File: config.mk
export PLATFORM = sky130hd
export DESIGN_NAME = loop_capture_ctrl
export DESIGN_NICKNAME = d
export VERILOG_FILES = /design/src/rtl/lcc_pkg.sv /design/src/rtl/lcc_detect.sv /design/src/rtl/lcc_nbl_table.sv /design/src/rtl/lcc_mode_fsm.sv /design/src/rtl/loop_capture_ctrl.sv
export SDC_FILE = /design/constraint.sdc
export NUM_CORES = 1
export LEC_CHECK = 0
export BUFFER_PORTS_ARGS = -buffer_cell sky130_fd_sc_hd__buf_2
export CAP_MARGIN = 20
export CORE_ASPECT_RATIO = 0.9
export CORE_MARGIN = 2
export CORE_UTILIZATION = 35
export CTS_CLUSTER_SIZE = 28
export DETAILED_ROUTE_END_ITERATION = 8
export SLEW_MARGIN = 0
export SYNTH_ARGS = -nofsm -noshare
export SYNTH_HDL_FRONTEND = slang
export SYNTH_SLANG_ARGS = --single-unit
File: constraint.sdc
create_clock -name clk -period 4.01 [get_ports clk]
set_clock_uncertainty 0.2 [all_clocks]
set_input_delay 0.802 -clock clk [delete_from_list [all_inputs] [get_ports clk]]
set_output_delay 0.802 -clock clk [all_outputs]
set_load 0.01 [all_outputs]
File: src/rtl/lcc_pkg.sv
package lcc_pkg;

    typedef enum logic [1:0] {
        MODE_NORMAL = 2'd0,
        MODE_BUFFER = 2'd1,
        MODE_REUSE  = 2'd2
    } mode_e;

    localparam logic [1:0] KIND_OTHER    = 2'b00;
    localparam logic [1:0] KIND_COND     = 2'b01;
    localparam logic [1:0] KIND_JUMP     = 2'b10;
    localparam logic [1:0] KIND_INDIRECT = 2'b11;

endpackage

File: src/rtl/lcc_detect.sv
module lcc_detect
    import lcc_pkg::*;
#(
    parameter int PC_W = 32,
    parameter int SZ_W = 8
) (
    input  logic            dec_valid_i,
    input  logic [1:0]      dec_kind_i,
    input  logic [PC_W-1:0] dec_pc_i,
    input  logic [PC_W-1:0] dec_target_i,
    input  logic [SZ_W-1:0] body_size_i,
    input  logic [SZ_W-1:0] iq_capacity_i,
    output logic            xfer_o,
    output logic            cand_o
);

    logic backward;
    logic body_fits;

    always_comb begin
        xfer_o    = dec_valid_i && ((dec_kind_i == KIND_COND) || (dec_kind_i == KIND_JUMP));
        backward  = dec_target_i < dec_pc_i;
        body_fits = (body_size_i != '0) && (body_size_i <= iq_capacity_i);
        cand_o    = xfer_o && backward && body_fits;
    end

endmodule

File: src/rtl/lcc_nbl_table.sv
module lcc_nbl_table #(
    parameter int PC_W  = 32,
    parameter int DEPTH = 8
) (
    input  logic            clk,
    input  logic            rst_n,
    input  logic [PC_W-1:0] lookup_pc_i,
    output logic            hit_o,
    input  logic            wr_en_i,
    input  logic [PC_W-1:0] wr_pc_i
);

    localparam int PTR_W = (DEPTH > 1) ? $clog2(DEPTH) : 1;
    localparam logic [PTR_W-1:0] LAST = PTR_W'(DEPTH - 1);

    logic [PC_W-1:0]  tag_q   [DEPTH];
    logic [DEPTH-1:0] valid_q;
    logic [DEPTH-1:0] match;
    logic [PTR_W-1:0] ptr_q;

    for (genvar g = 0; g < DEPTH; g++) begin : g_slot
        assign match[g] = valid_q[g] && (tag_q[g] == lookup_pc_i);

        always_ff @(posedge clk or negedge rst_n) begin
            if (!rst_n) begin
                tag_q[g]   <= '0;
                valid_q[g] <= 1'b0;
            end else if (wr_en_i && (ptr_q == PTR_W'(g))) begin
                tag_q[g]   <= wr_pc_i;
                valid_q[g] <= 1'b1;
            end
        end
    end

    assign hit_o = |match;

    always_ff @(posedge clk or negedge rst_n) begin
        if (!rst_n) begin
            ptr_q <= '0;
        end else if (wr_en_i) begin
            ptr_q <= (ptr_q == LAST) ? '0 : ptr_q + 1'b1;
        end
    end


    nbl_unique_chk: assert property (@(posedge clk) disable iff (!rst_n)
        $onehot0(match));


    nbl_empty_after_reset_chk: assert property (@(posedge clk) disable iff (!rst_n)
        $rose(rst_n) |-> (valid_q == '0));

endmodule

File: src/rtl/lcc_mode_fsm.sv
module lcc_mode_fsm
    import lcc_pkg::*;
#(
    parameter int PC_W = 32,
    parameter int SZ_W = 8
) (
    input  logic            clk,
    input  logic            rst_n,
    input  logic            cand_i,
    input  logic            xfer_i,
    input  logic            nbl_hit_i,
    input  logic [PC_W-1:0] dec_pc_i,
    input  logic [SZ_W-1:0] body_size_i,
    input  logic [SZ_W-1:0] iq_capacity_i,
    input  logic            mispredict_i,
    input  logic            evt_inner_i,
    input  logic            evt_exit_i,
    input  logic            evt_full_i,
    output logic            nbl_wr_o,
    output logic [PC_W-1:0] nbl_wr_pc_o,
    output logic            buf_en_o,
    output logic            fe_gate_o,
    output logic            revoke_o,
    output logic            restore_o,
    output logic            reuse_start_o
);

    localparam int CNT_W = SZ_W + 1;

    mode_e            state_q, state_d, prev_q;
    logic [PC_W-1:0]  loop_pc_q;
    logic [SZ_W-1:0]  body_q;
    logic [CNT_W-1:0] used_q;
    logic [CNT_W-1:0] used_next;
    logic             room_left;
    logic             abort_evt;
    logic             capture;
    logic             iter_done;

    always_comb begin
        used_next = used_q + {1'b0, body_q};
        room_left = (used_next + {1'b0, body_q}) <= {1'b0, iq_capacity_i};
        abort_evt = evt_inner_i || evt_exit_i || evt_full_i;
    end

    // next mode
    always_comb begin
        state_d   = state_q;
        capture   = 1'b0;
        iter_done = 1'b0;
        nbl_wr_o  = 1'b0;
        unique case (state_q)
            MODE_NORMAL: begin
                if (cand_i && !nbl_hit_i) begin
                    capture = 1'b1;
                    state_d = MODE_BUFFER;
                end
            end
            MODE_BUFFER: begin
                if (abort_evt) begin
                    nbl_wr_o = 1'b1;
                    state_d  = MODE_NORMAL;
                end else if (mispredict_i) begin
                    state_d = MODE_NORMAL;
                end else if (xfer_i && (dec_pc_i == loop_pc_q)) begin
                    iter_done = 1'b1;
                    if (!room_left) state_d = MODE_REUSE;
                end
            end
            MODE_REUSE: begin
                if (mispredict_i) state_d = MODE_NORMAL;
            end
            default: state_d = MODE_NORMAL;
        endcase
    end

    // state register
    always_ff @(posedge clk or negedge rst_n) begin
        if (!rst_n) begin
            state_q   <= MODE_NORMAL;
            prev_q    <= MODE_NORMAL;
            loop_pc_q <= '0;
            body_q    <= '0;
            used_q    <= '0;
        end else begin
            state_q <= state_d;
            prev_q  <= state_q;
            if (capture) begin
                loop_pc_q <= dec_pc_i;
                body_q    <= body_size_i;
                used_q    <= '0;
            end else if (iter_done) begin
                used_q <= used_next;
            end
        end
    end

    // outputs
    always_comb begin
        nbl_wr_pc_o   = loop_pc_q;
        buf_en_o      = (state_q == MODE_BUFFER);
        fe_gate_o     = (state_q == MODE_REUSE) && (prev_q == MODE_REUSE);
        reuse_start_o = (state_q == MODE_REUSE) && (prev_q != MODE_REUSE);
        revoke_o      = (state_q == MODE_NORMAL) && (prev_q == MODE_BUFFER);
        restore_o     = (state_q == MODE_NORMAL) && (prev_q == MODE_REUSE);
    end


    gate_buf_excl_chk: assert property (@(posedge clk) disable iff (!rst_n)
        !(fe_gate_o && buf_en_o));


    abort_revokes_chk: assert property (@(posedge clk) disable iff (!rst_n)
        (state_q == MODE_BUFFER && abort_evt) |=> (revoke_o && !buf_en_o));


    revoke_single_chk: assert property (@(posedge clk) disable iff (!rst_n)
        revoke_o |=> !revoke_o);


    nbl_hit_blocks_chk: assert property (@(posedge clk) disable iff (!rst_n)
        (state_q == MODE_NORMAL && cand_i && nbl_hit_i) |=> !buf_en_o);


    gate_after_enter_chk: assert property (@(posedge clk) disable iff (!rst_n)
        $rose(fe_gate_o) |-> $past(reuse_start_o));


    restore_on_mp_chk: assert property (@(posedge clk) disable iff (!rst_n)
        (state_q == MODE_REUSE && mispredict_i) |=> (restore_o && !fe_gate_o));


    reuse_holds_chk: assert property (@(posedge clk) disable iff (!rst_n)
        (fe_gate_o && !mispredict_i) |=> fe_gate_o);

endmodule

File: src/rtl/loop_capture_ctrl.sv
module loop_capture_ctrl
    import lcc_pkg::*;
#(
    parameter int PC_W      = 32,
    parameter int SZ_W      = 8,
    parameter int NBL_DEPTH = 8
) (
    input  logic            clk,
    input  logic            rst_n,
    input  logic            dec_valid,
    input  logic [1:0]      dec_kind,
    input  logic [PC_W-1:0] dec_pc,
    input  logic [PC_W-1:0] dec_target,
    input  logic [SZ_W-1:0] body_size,
    input  logic [SZ_W-1:0] iq_capacity,
    input  logic            mispredict,
    input  logic            evt_inner_loop,
    input  logic            evt_loop_exit,
    input  logic            evt_queue_full,
    output logic            buffer_en,
    output logic            fe_gate,
    output logic            revoke_pulse,
    output logic            restore_pulse,
    output logic            reuse_enter
);

    logic            xfer;
    logic            cand;
    logic            nbl_hit;
    logic            nbl_wr;
    logic [PC_W-1:0] nbl_wr_pc;

    lcc_detect #(.PC_W(PC_W), .SZ_W(SZ_W)) u_detect (
        .dec_valid_i   (dec_valid),
        .dec_kind_i    (dec_kind),
        .dec_pc_i      (dec_pc),
        .dec_target_i  (dec_target),
        .body_size_i   (body_size),
        .iq_capacity_i (iq_capacity),
        .xfer_o        (xfer),
        .cand_o        (cand)
    );

    lcc_nbl_table #(.PC_W(PC_W), .DEPTH(NBL_DEPTH)) u_nbl (
        .clk         (clk),
        .rst_n       (rst_n),
        .lookup_pc_i (dec_pc),
        .hit_o       (nbl_hit),
        .wr_en_i     (nbl_wr),
        .wr_pc_i     (nbl_wr_pc)
    );

    lcc_mode_fsm #(.PC_W(PC_W), .SZ_W(SZ_W)) u_fsm (
        .clk           (clk),
        .rst_n         (rst_n),
        .cand_i        (cand),
        .xfer_i        (xfer),
        .nbl_hit_i     (nbl_hit),
        .dec_pc_i      (dec_pc),
        .body_size_i   (body_size),
        .iq_capacity_i (iq_capacity),
        .mispredict_i  (mispredict),
        .evt_inner_i   (evt_inner_loop),
        .evt_exit_i    (evt_loop_exit),
        .evt_full_i    (evt_queue_full),
        .nbl_wr_o      (nbl_wr),
        .nbl_wr_pc_o   (nbl_wr_pc),
        .buf_en_o      (buffer_en),
        .fe_gate_o     (fe_gate),
        .revoke_o      (revoke_pulse),
        .restore_o     (restore_pulse),
        .reuse_start_o (reuse_enter)
    );

endmodule

== Word level (Yosys, flattened, before mapping) ==
Cells that the tools add are included.

* Bits of input ports: 89
* Flip-flop bits (word level): 320
* Output and inout port bits: 5
* Logic and storage cells: 109

* Order comparisons: 3
* Multiplexer cells: 18
* Reductions and logical operators: 36
* $add $sub $neg: 3
* Eq/ne operators: 27

{| class="wikitable"
|+ Operators with widths
! kind !! number
|-
| $eq 32x32->1 || 9
|-
| $lt 32x32->1 || 1
|-
| $logic_and 1x1->1 || 26
|-
| $add 9x8->9 || 2
|-
| $mux 9 || 2
|-
| $eq 3x3->1 const B || 4
|-
| $mux 2 || 6
|-
| $le 9x8->1 || 1
|-
| $le 8x8->1 || 1
|-
| $mux 1 || 8
|-
| $reduce_bool 8->1 || 1
|-
| $reduce_or 8->1 || 1
|-
| $eq 2x1->1 const B || 3
|-
| $eq 2x2->1 const B || 3
|-
| $eq 3x2->1 const B || 2
|-
| $pmux 2 s3 || 1
|-
| $ne 2x2->1 const B || 2
|-
| $ne 4x2->1 const B || 1
|-
| $ne 4x4->1 const B || 1
|-
| $reduce_and 4->1 || 1
|-
| $add 3x1->3 const B || 1
|-
| $eq 3x1->1 const B || 1
|-
| $logic_not 3->1 || 1
|-
| $logic_or 1x1->1 || 3
|-
| 5 further kinds || 5
|}

== Longest topological paths before layout ==
Gate-level depths: netlist of the first run.

* Depth after elaboration: 10
* Depth in mapped cells: 18
* Mapped depth without buffers: 18

== By module ==
A second synthesis of the first run with hierarchy kept.

* Cell total of the unflattened synthesis: 1478
* Area total of the unflattened synthesis: 17360.4 um2

{| class="wikitable"
|+ By module, submodules not included
! module !! instances !! seq. area each (um2) !! area each (um2) !! cells an instance
|-
| lcc_nbl_table || 1 || 6681.4 || 13052.5 || 965
|-
| lcc_mode_fsm || 1 || 1326.3 || 3264.4 || 373
|-
| lcc_detect || 1 || 0.0 || 1043.5 || 140
|}

== Worst setup path before layout of the first run ==
OpenSTA, ideal clock, no wires.

* Path kind: input-to-reg
* From: in dec_pc[31]
* To: reg u_fsm.body_q[0]
* Slack: 0.276 ns
* Arrival time: 3.409 ns
* Buffers on the path: 3
* Stages: 11
* Path through: buf_4 -> inv_1 -> ha_1 -> or4_1 -> a21oi_1 -> o211ai_1 -> or4_1 -> or4_1 -> buf_6 -> buf_12 -> mux2_4

* Longest elaborated chain between the ends: 7
* Elaborated cells between the ends (all ways): 24

{| class="wikitable"
|+ Ends and longest elaborated chain
! what !! RTL line !! source
|-
| start: declaration || loop_capture_ctrl.sv:12 || <nowiki>input logic [PC_W-1:0] dec_pc,</nowiki>
|-
| branches (longest 4 deep; another with $lt 32x32->1) || - ||
|-
| $logic_and 1x1->1 * || lcc_mode_fsm.sv:54 || <nowiki>if (cand_i && !nbl_hit_i) begin</nowiki>
|-
| $mux 1 * || lcc_mode_fsm.sv:54 ||
|-
| $mux 1 * || lcc_mode_fsm.sv:52 || <nowiki>unique case (state_q)</nowiki>
|-
| end signal: assignment || lcc_mode_fsm.sv:90 || <nowiki>body_q <= body_size_i;</nowiki>
|-
| end: declaration || lcc_mode_fsm.sv:32 || <nowiki>logic [SZ_W-1:0] body_q;</nowiki>
|}

Every way passes the cells marked *.
A chain may end at the register's enable or synchronous reset.

== Final worst setup path of the first run ==
* From: reg u_fsm.used_q[0]
* To: reg u_fsm.state_q[1]

* Longest elaborated chain between the ends: 5

{| class="wikitable"
|+ Ends and longest elaborated chain
! what !! RTL line !! source
|-
| start: declaration || lcc_mode_fsm.sv:33 || <nowiki>logic [CNT_W-1:0] used_q;</nowiki>
|-
| start signal: assignment || lcc_mode_fsm.sv:93 || <nowiki>used_q <= used_next;</nowiki>
|-
| $add 9x8->9 || lcc_mode_fsm.sv:41 || <nowiki>used_next = used_q + {1'b0, body_q};</nowiki>
|-
| $add 9x8->9 || lcc_mode_fsm.sv:42 || <nowiki>room_left = (used_next + {1'b0, body_q}) <= {1'b0, iq_capacity_i};</nowiki>
|-
| $le 9x8->1 || lcc_mode_fsm.sv:42 ||
|-
| $ne 4x4->1 (no line) || - ||
|-
| $reduce_and 4->1 (no line) || - ||
|-
| end signal: assignment || lcc_mode_fsm.sv:86 || <nowiki>state_q <= state_d;</nowiki>
|-
| end: declaration || lcc_mode_fsm.sv:30 || <nowiki>mode_e state_q, state_d, prev_q;</nowiki>
|}

Every way passes these cells.

==> results.md, run 1 <==
- Status: completed
- Pwr Density: 649.5 nW/um^2
- Diodes inserted: 0
- Syn Inst Count: 1418
- Tightest Pin Transition: 0.9039 ns
- CP peak stage delay: 0.59 ns
- CP startpoint kind: flop
- Avg Cell Area, Syn: 12.27 um^2
- Post-detail-place hpwl: 38.36 mm
- Root buf cell: clkbuf_16
- GR Overflow Total: 0
- Worst Path Arrival: 4.08 ns
- Die area: 51510 um^2
- Initial core utilization: 0.3541
- Max H-tree Level: 2
- Syn nets: 1578
- Worst setup EP type: flop
- Synth warnings: 0
- Top delay family on crit path: adder cells
- Setup TNS: 0 ns
- Distinct cells, synth: 47
- Gr usage total: 0.2081
- Minimum clock period: 3.872 ns
- R2r setup slk: 0.14 ns
- Number of synthesized register bits: 320
- CTS Buffer Depth: 3
- Post-route cell area: 20330 um^2
- Final Max Slew Viols: 0
- Sequential share of the synthesized area: 0.4603
- RD Place Congestion: 0.8648
- Mapped Area: 17400 um^2
- Relative slew slack: 0.3967
- WS Path Type: flop to flop
- Buffers on Ports: 93
- Top Ports: 94
- Vias per inst: 5.184
- CP bufs+invs: 1
- Share of cells above drive strength 1: 0.3682
- Drt drc: 0
- Vias in the first global route: 12.05k
- Avg WL per Cell: 24.02 um
- Slowest CP cell: fa_2
- Critical path fanouts, max: 3
- Final total power: 13.21 mW
- Worst path cell trace: ha_2 -> fa_2 -> inv_1 -> fa_1 -> nor2b_1 -> o21ai_1 -> a21boi_2 -> o21ai_2 -> nor2b_2 -> xnor2_1 -> ha_1 -> a2111oi_2 -> or2_4 -> nand2_1 -> o2bb2ai_1
- Number of enable flip-flop cells after synthesis: 0
- Max Fclk: 258.3 MHz
- Max_cap viols: 0
- Critical path required time: 4.22 ns
- CTS Sinks: 320
- Latest clock arrival within the worst-skew pair: 0.53 ns
- Die width: 239.0 um
- Row cnt: 77
- Synthesis-to-layout area growth: 16.87%
- Async SR Flop Fraction: 1.000
- Final nets: 1713
- Number of routed nets with antenna violations: 0
- Peak supply drop: 0.0002628 V
- Tcrit/Tclk final: 0.9655
- DR iter-0 viols: 833
- Num CTS Buffers: 35
- Pre-antenna DRT Iters: 4
- Initial antenna violation count: 1
- Leak: 9.686 nW
- Primary FF master, synth: dfrtp_1
- Largest net degree at the start of global routing: 83
- Hold_buf cts: 0
- Die H: 215.5 um
- Core area: 49130 um^2
- CTS tree: done
- Hold Path Class: input pin to async pin
- Final Setup Violations: 0
- Worst-path clk slew: 0.07 ns
- First-pass GRT wire length: 78.52 mm
- Placed cell area: 19080 um^2
- Final Hold Fails: 0
- Vias: 11.46k
- Final WL: 53.09 mm
[where the power goes]
group,internal (mW),total [mW],leakage [nW],switching (mW)
sequential,4.38,5.41,4.23,1.03
clock,2.01,3.37,0.596,1.35
combinational,2.35,4.43,4.86,2.08
total,8.75,13.2,9.69,4.45
[state kept, by name, indices dropped and copies added (netlist names)]
register	cells
u_fsm.nbl_wr_pc_o	32
u_fsm.state_q	2
u_nbl.valid_q	8
u_fsm.body_q	8
u_nbl.tag_q	256
u_fsm.used_q	9
u_nbl.ptr_q	3
u_fsm.prev_q	2
[synth_stat cells (2+ instances only)]
cell      count  area share
nor2b_1       8      0.0029
buf_12        4      0.0046
or4_1         3      0.0013
nand4_1      54       0.019
o21a_1        4      0.0017
a21oi_1      26      0.0075
nand3_1      17      0.0049
a21o_1        7      0.0030
or3_1         2     0.00072
xnor2_1     197       0.099
and2_1        7      0.0025
o21bai_1      2     0.00086
buf_4        19      0.0082
o211a_1       2      0.0012
nor3_1       15      0.0043
buf_2        13      0.0037
mux2_2      262        0.17
buf_1        27      0.0058
o211ai_1      2     0.00086
or2_2         4      0.0014
ha_1         69       0.050
inv_1        51       0.011
mux2_4       40       0.035
fa_1          2      0.0023
nand2b_1      7      0.0025
nor4_1       37       0.013
xor2_1      105       0.053
a211oi_1      2     0.00086
o22ai_1       3      0.0011
and3_1        3      0.0011
nor2_1       19      0.0041
clkbuf_1     36      0.0078
nand2_1      20      0.0043
o21ai_0      17      0.0049
dfrtp_1     320        0.46
[cells in the final DEF (no fill, tap or decap), types with 3 or more instances in the layout]
cell / n
nor2_1: 19
nand2b_1: 7
and3_2: 3
nand3_1: 14
clkbuf_1: 4
nand2_1: 18
xnor2_1: 197
and2_1: 7
nand3_2: 3
xor2_1: 105
a21o_1: 7
nor4_1: 37
nor3_1: 15
dfrtp_1: 320
or2_2: 3
o22ai_1: 3
a21oi_2: 3
clkinv_2: 6
nand4_1: 54
buf_2: 92
inv_1: 51
ha_1: 68
buf_4: 93
mux2_4: 40
a21oi_1: 23
o21a_1: 4
clkbuf_16: 37
clkbuf_8: 11
o21ai_0: 15
nor2b_1: 7
mux2_2: 262
buf_12: 12
[path summary, 6_finish.rpt]
check | start | endpoint | cells past startpoint
setup reg to reg | u_fsm.used_q[0] | u_fsm.state_q[1] | 15
hold / removal | rst_n | u_nbl.ptr_q[0] | 1
min in group clk | u_nbl.valid_q[7] | u_nbl.valid_q[7] | 1
setup / recovery | u_fsm.used_q[0] | u_fsm.state_q[1] | 15
hold reg to reg | u_nbl.valid_q[7] | u_nbl.valid_q[7] | 1
max in group asynchronous | rst_n | u_nbl.tag_q[57] | 2
[metrics by stage]
stage / utilization / setup WS [ns] / std cells / hold slack [ns]
global route: 0.4138 / -0.007490 / 2210 / 0.1351
global placement: 0.3883 / -0.04520 / 2146 / 0.2490
CTS: 0.4127 / 0.01863 / 2208 / 0.1184
floorplan: - / 0.2758 / 1418 / 0.2144
detailed placement: 0.3883 / -0.09284 / 2146 / 0.2526
finish: 0.4138 / 0.1384 / 2210 / 0.07230
[cells by family after synthesis]
group	count (synthesis)	share of synthesized area
flops	320	0.4603
mux	302	0.2041
fa+ha+maj	71	0.05192
buf+inv	151	0.04178
simple gates	199	0.06415
xor+xnor	302	0.1520
compound gates	73	0.02575
[routing by layer]
layer / up-vias / routed length [um] / GRT usage
met5: - / 13 / 0
met1: 5874 / 23290 / 0.2771
met4: 2 / 2100 / 0.07688
li1: 5153 / - / -
met3: 92 / 3366 / 0.04643
met2: 336 / 24320 / 0.3314
[what timing repair did]
item,4_1_cts,5_1_grt
setup endpoints to repair,1,2
gates resized for setup,1,14
gates cloned,0,0
buffers inserted,0,2
pin swaps,0,8
[layout make-up]
type | instances | area (um^2)
clock buffers | 52 | 1092
flip-flops and latches | 320 | 8008
clock inverters | 10 | 106.4
fillers | 4628 | 28800
well taps | 632 | 790.8
multi-input cells | 947 | 8731
inverters | 51 | 191.4
repair buffers | 198 | 1414
Note: power is estimated with default switching activity, not from simulation.
==> inputs of run 2 (changes only) <==
--- a/config.mk
+++ b/config.mk
@@ -10,6 +10,7 @@
 export CORE_ASPECT_RATIO = 0.9
 export CORE_MARGIN = 2
 export CORE_UTILIZATION = 35
+export CTS_BUF_LIST = sky130_fd_sc_hd__clkbuf_4
 export CTS_CLUSTER_SIZE = 28
 export DETAILED_ROUTE_END_ITERATION = 8
 export SLEW_MARGIN = 0
==> run 2 against run 1 <==
  * Non-clock buffer count grew 1
  * Worst setup slack gained 0.011 ns
  * First-iteration DRC count shrank 2.2%
  * Design area shrank 0.61%
  * Global-route usage grew 0.35 points
  * Hold slack gained 0.045 ns
  * Cell count grew 3.8%
==> results.md, run 2 (synthesis gave the netlist of run 1 again) <==
- Critical path origin: u_fsm.used_q[0]
- Die area: 51510 um^2
- Critical path fanouts, max: 3
- Largest register FFs: 256
- Critical path required time: 4.47 ns
- Vias per inst: 5.153
- Die H: 215.5 um
- Cell mode on critical path: ha_1
- CP bufs+invs: 1
- WS Path Type: flop to flop
- Row cnt: 77
- Worst Path Arrival: 4.32 ns
- Top delay family on crit path: adder cells
- CTS Buffer Depth: 3
- Tcrit/Tclk final: 0.9627
- CTS tree: done
- Final total power: 12.75 mW
- Minimum clock period: 3.860 ns
- Most common cell after layout, fill and taps aside: dfrtp_1
- RD Place Congestion: 0.8648
- Filler Cell Count: 4681
- Reg-to-reg critical path startpoint: u_fsm.used_q[0]
- First-pass GRT wire length: 80.05 mm
- Tightest Pin Transition: 0.8879 ns
- Drt drc: 0
- Max H-tree Level: 3
- Core area: 49130 um^2
- Avg WL per Cell: 23.35 um
- Die width: 239.0 um
- Final nets: 1766
- Share of cells above drive strength 1: 0.3951
- Root buf cell: clkbuf_4
- Worst-path clk slew: 0.06 ns
- Num CTS Buffers: 87
- Final Setup Violations: 0
- Number of routed nets with antenna violations: 0
- Status: completed
- Leak: 9.735 nW
- Final Hold Fails: 0
- Vias: 11.82k
- Synthesis-to-layout area growth: 16.16%
- CP startpoint kind: flop
- CP peak stage delay: 0.55 ns
- Final Max Slew Viols: 0
- Final core occ: 0.4113
- Hold Path Class: input pin to flop
- Post-detail-place hpwl: 38.36 mm
- Largest reg by FF count: u_nbl.tag_q
- Pwr Density: 631.0 nW/um^2
- Vias in the first global route: 12.37k
- Pre-antenna DRT Iters: 4
- Largest net degree at the start of global routing: 83
- Relative slew slack: 0.4074
- Post-route cell area: 20210 um^2
- Peak supply drop: 0.0002648 V
- Latest clock arrival within the worst-skew pair: 0.80 ns
- Placed cell area: 19080 um^2
- Initial core utilization: 0.3541
- Worst setup EP type: flop
- Buffers on Ports: 93
- Max Fclk: 259.0 MHz
- Initial antenna violation count: 1
- Hold path start: body_size[4]
- Setup TNS: 0 ns
- Worst path cell trace: ha_1 -> fa_2 -> inv_1 -> fa_1 -> nor2b_1 -> o21ai_1 -> a21boi_2 -> o21ai_2 -> nor2b_2 -> xnor2_1 -> ha_1 -> a2111oi_2 -> or2_4 -> nand2_1 -> o2bb2ai_1
- Top Ports: 94
- Gr usage total: 0.2116
- GR Overflow Total: 0
- Final WL: 53.58 mm
- CTS Sinks: 320
- Most frequent cells in the layout: dfrtp_1 (320), mux2_2 (262), xnor2_1 (197), clkbuf_4 (133), xor2_1 (105)
- DR iter-0 viols: 815
- Max_cap viols: 0
- Slowest CP cell: fa_2
-- run 2: cell types whose count changed in the layout (fill, tap and decap cells not counted), sizes merged --
cell,delta
clkbuf,+81
bufinv,-1
buf,-1
dlygate4sd3,+2
clkinvlp,-1
diode,+4
-- run 2: power by group --
part | total (mW) | switching (mW) | leakage (nW) | internal [mW]
Sequential | 5.41 | 1.02 | 4.23 | 4.38
Clock | 2.93 | 1.38 | 0.640 | 1.55
Combinational | 4.42 | 2.07 | 4.86 | 2.34
Total | 12.8 | 4.48 | 9.74 | 8.28
-- run 2: worst reg2reg max path, stage by stage (launching register included) --
cell and delay, ns:
dfrtp_1 0.39, ha_1 0.24, fa_2 0.56, inv_1 0.06, fa_1 0.42, nor2b_1 0.15, o21ai_1 0.11, a21boi_2 0.21
o21ai_2 0.08, nor2b_2 0.16, xnor2_1 0.12, ha_1 0.32, a2111oi_2 0.38, or2_4 0.18, nand2_1 0.05, o2bb2ai_1 0.13
-- run 2: area by class of cell --
cell class,instances,area (um^2),share of cell area
well taps,632,790.8,0.03913
diodes,4,10.01,0.0004953
clock inverters,8,61.31,0.003034
clock buffers,133,998.5,0.04941
flip-flops and latches,320,8008,0.3962
inverters,51,191.4,0.009473
multi-input cells,947,8723,0.4316
repair buffers,199,1426,0.07058
-- run 2: final timing paths --
kind / to / slack (ns) / depth (start not counted)
max in group asynchronous: u_nbl.tag_q[156] / 2.25 / 3
max reg2reg: u_fsm.state_q[1] / 0.15 / 15
max: u_fsm.state_q[1] / 0.15 / 15
min: u_fsm.body_q[4] / 0.12 / 2
min in group asynchronous: u_nbl.tag_q[69] / 0.44 / 2
min reg2reg: u_nbl.valid_q[6] / 0.27 / 1
-- run 2: layer usage --
| layer | global-route usage | share of wire | up-vias |
|---|---|---|---|
| met3 | 0.04784 | 0.063 | 86 |
| met4 | 0.06792 | 0.029 | 0 |
| li1 | - | - | 5298 |
| met1 | 0.2869 | 0.45 | 6077 |
| met5 | 0 | 0 | - |
| met2 | 0.3352 | 0.46 | 359 |
-- run 2: stage by stage --
step	worst slack [ns]	hold WS (ns)	cells
detailed placement	-0.09284	0.2526	2146
floorplan	0.2758	0.2144	1418
global route	-0.01222	0.04808	2291
global placement	-0.04520	0.2490	2146
CTS	0.01276	0.04841	2289
finish	0.1496	0.1176	2294
-- run 2: repair_timing --
action,CTS,global route
hold endpoints to repair,79,0
pin swaps,0,8
resized for setup,1,12
hold buffers,2,0
setup buffers,0,1
gates cloned,0,0
setup endpoints to repair,1,2
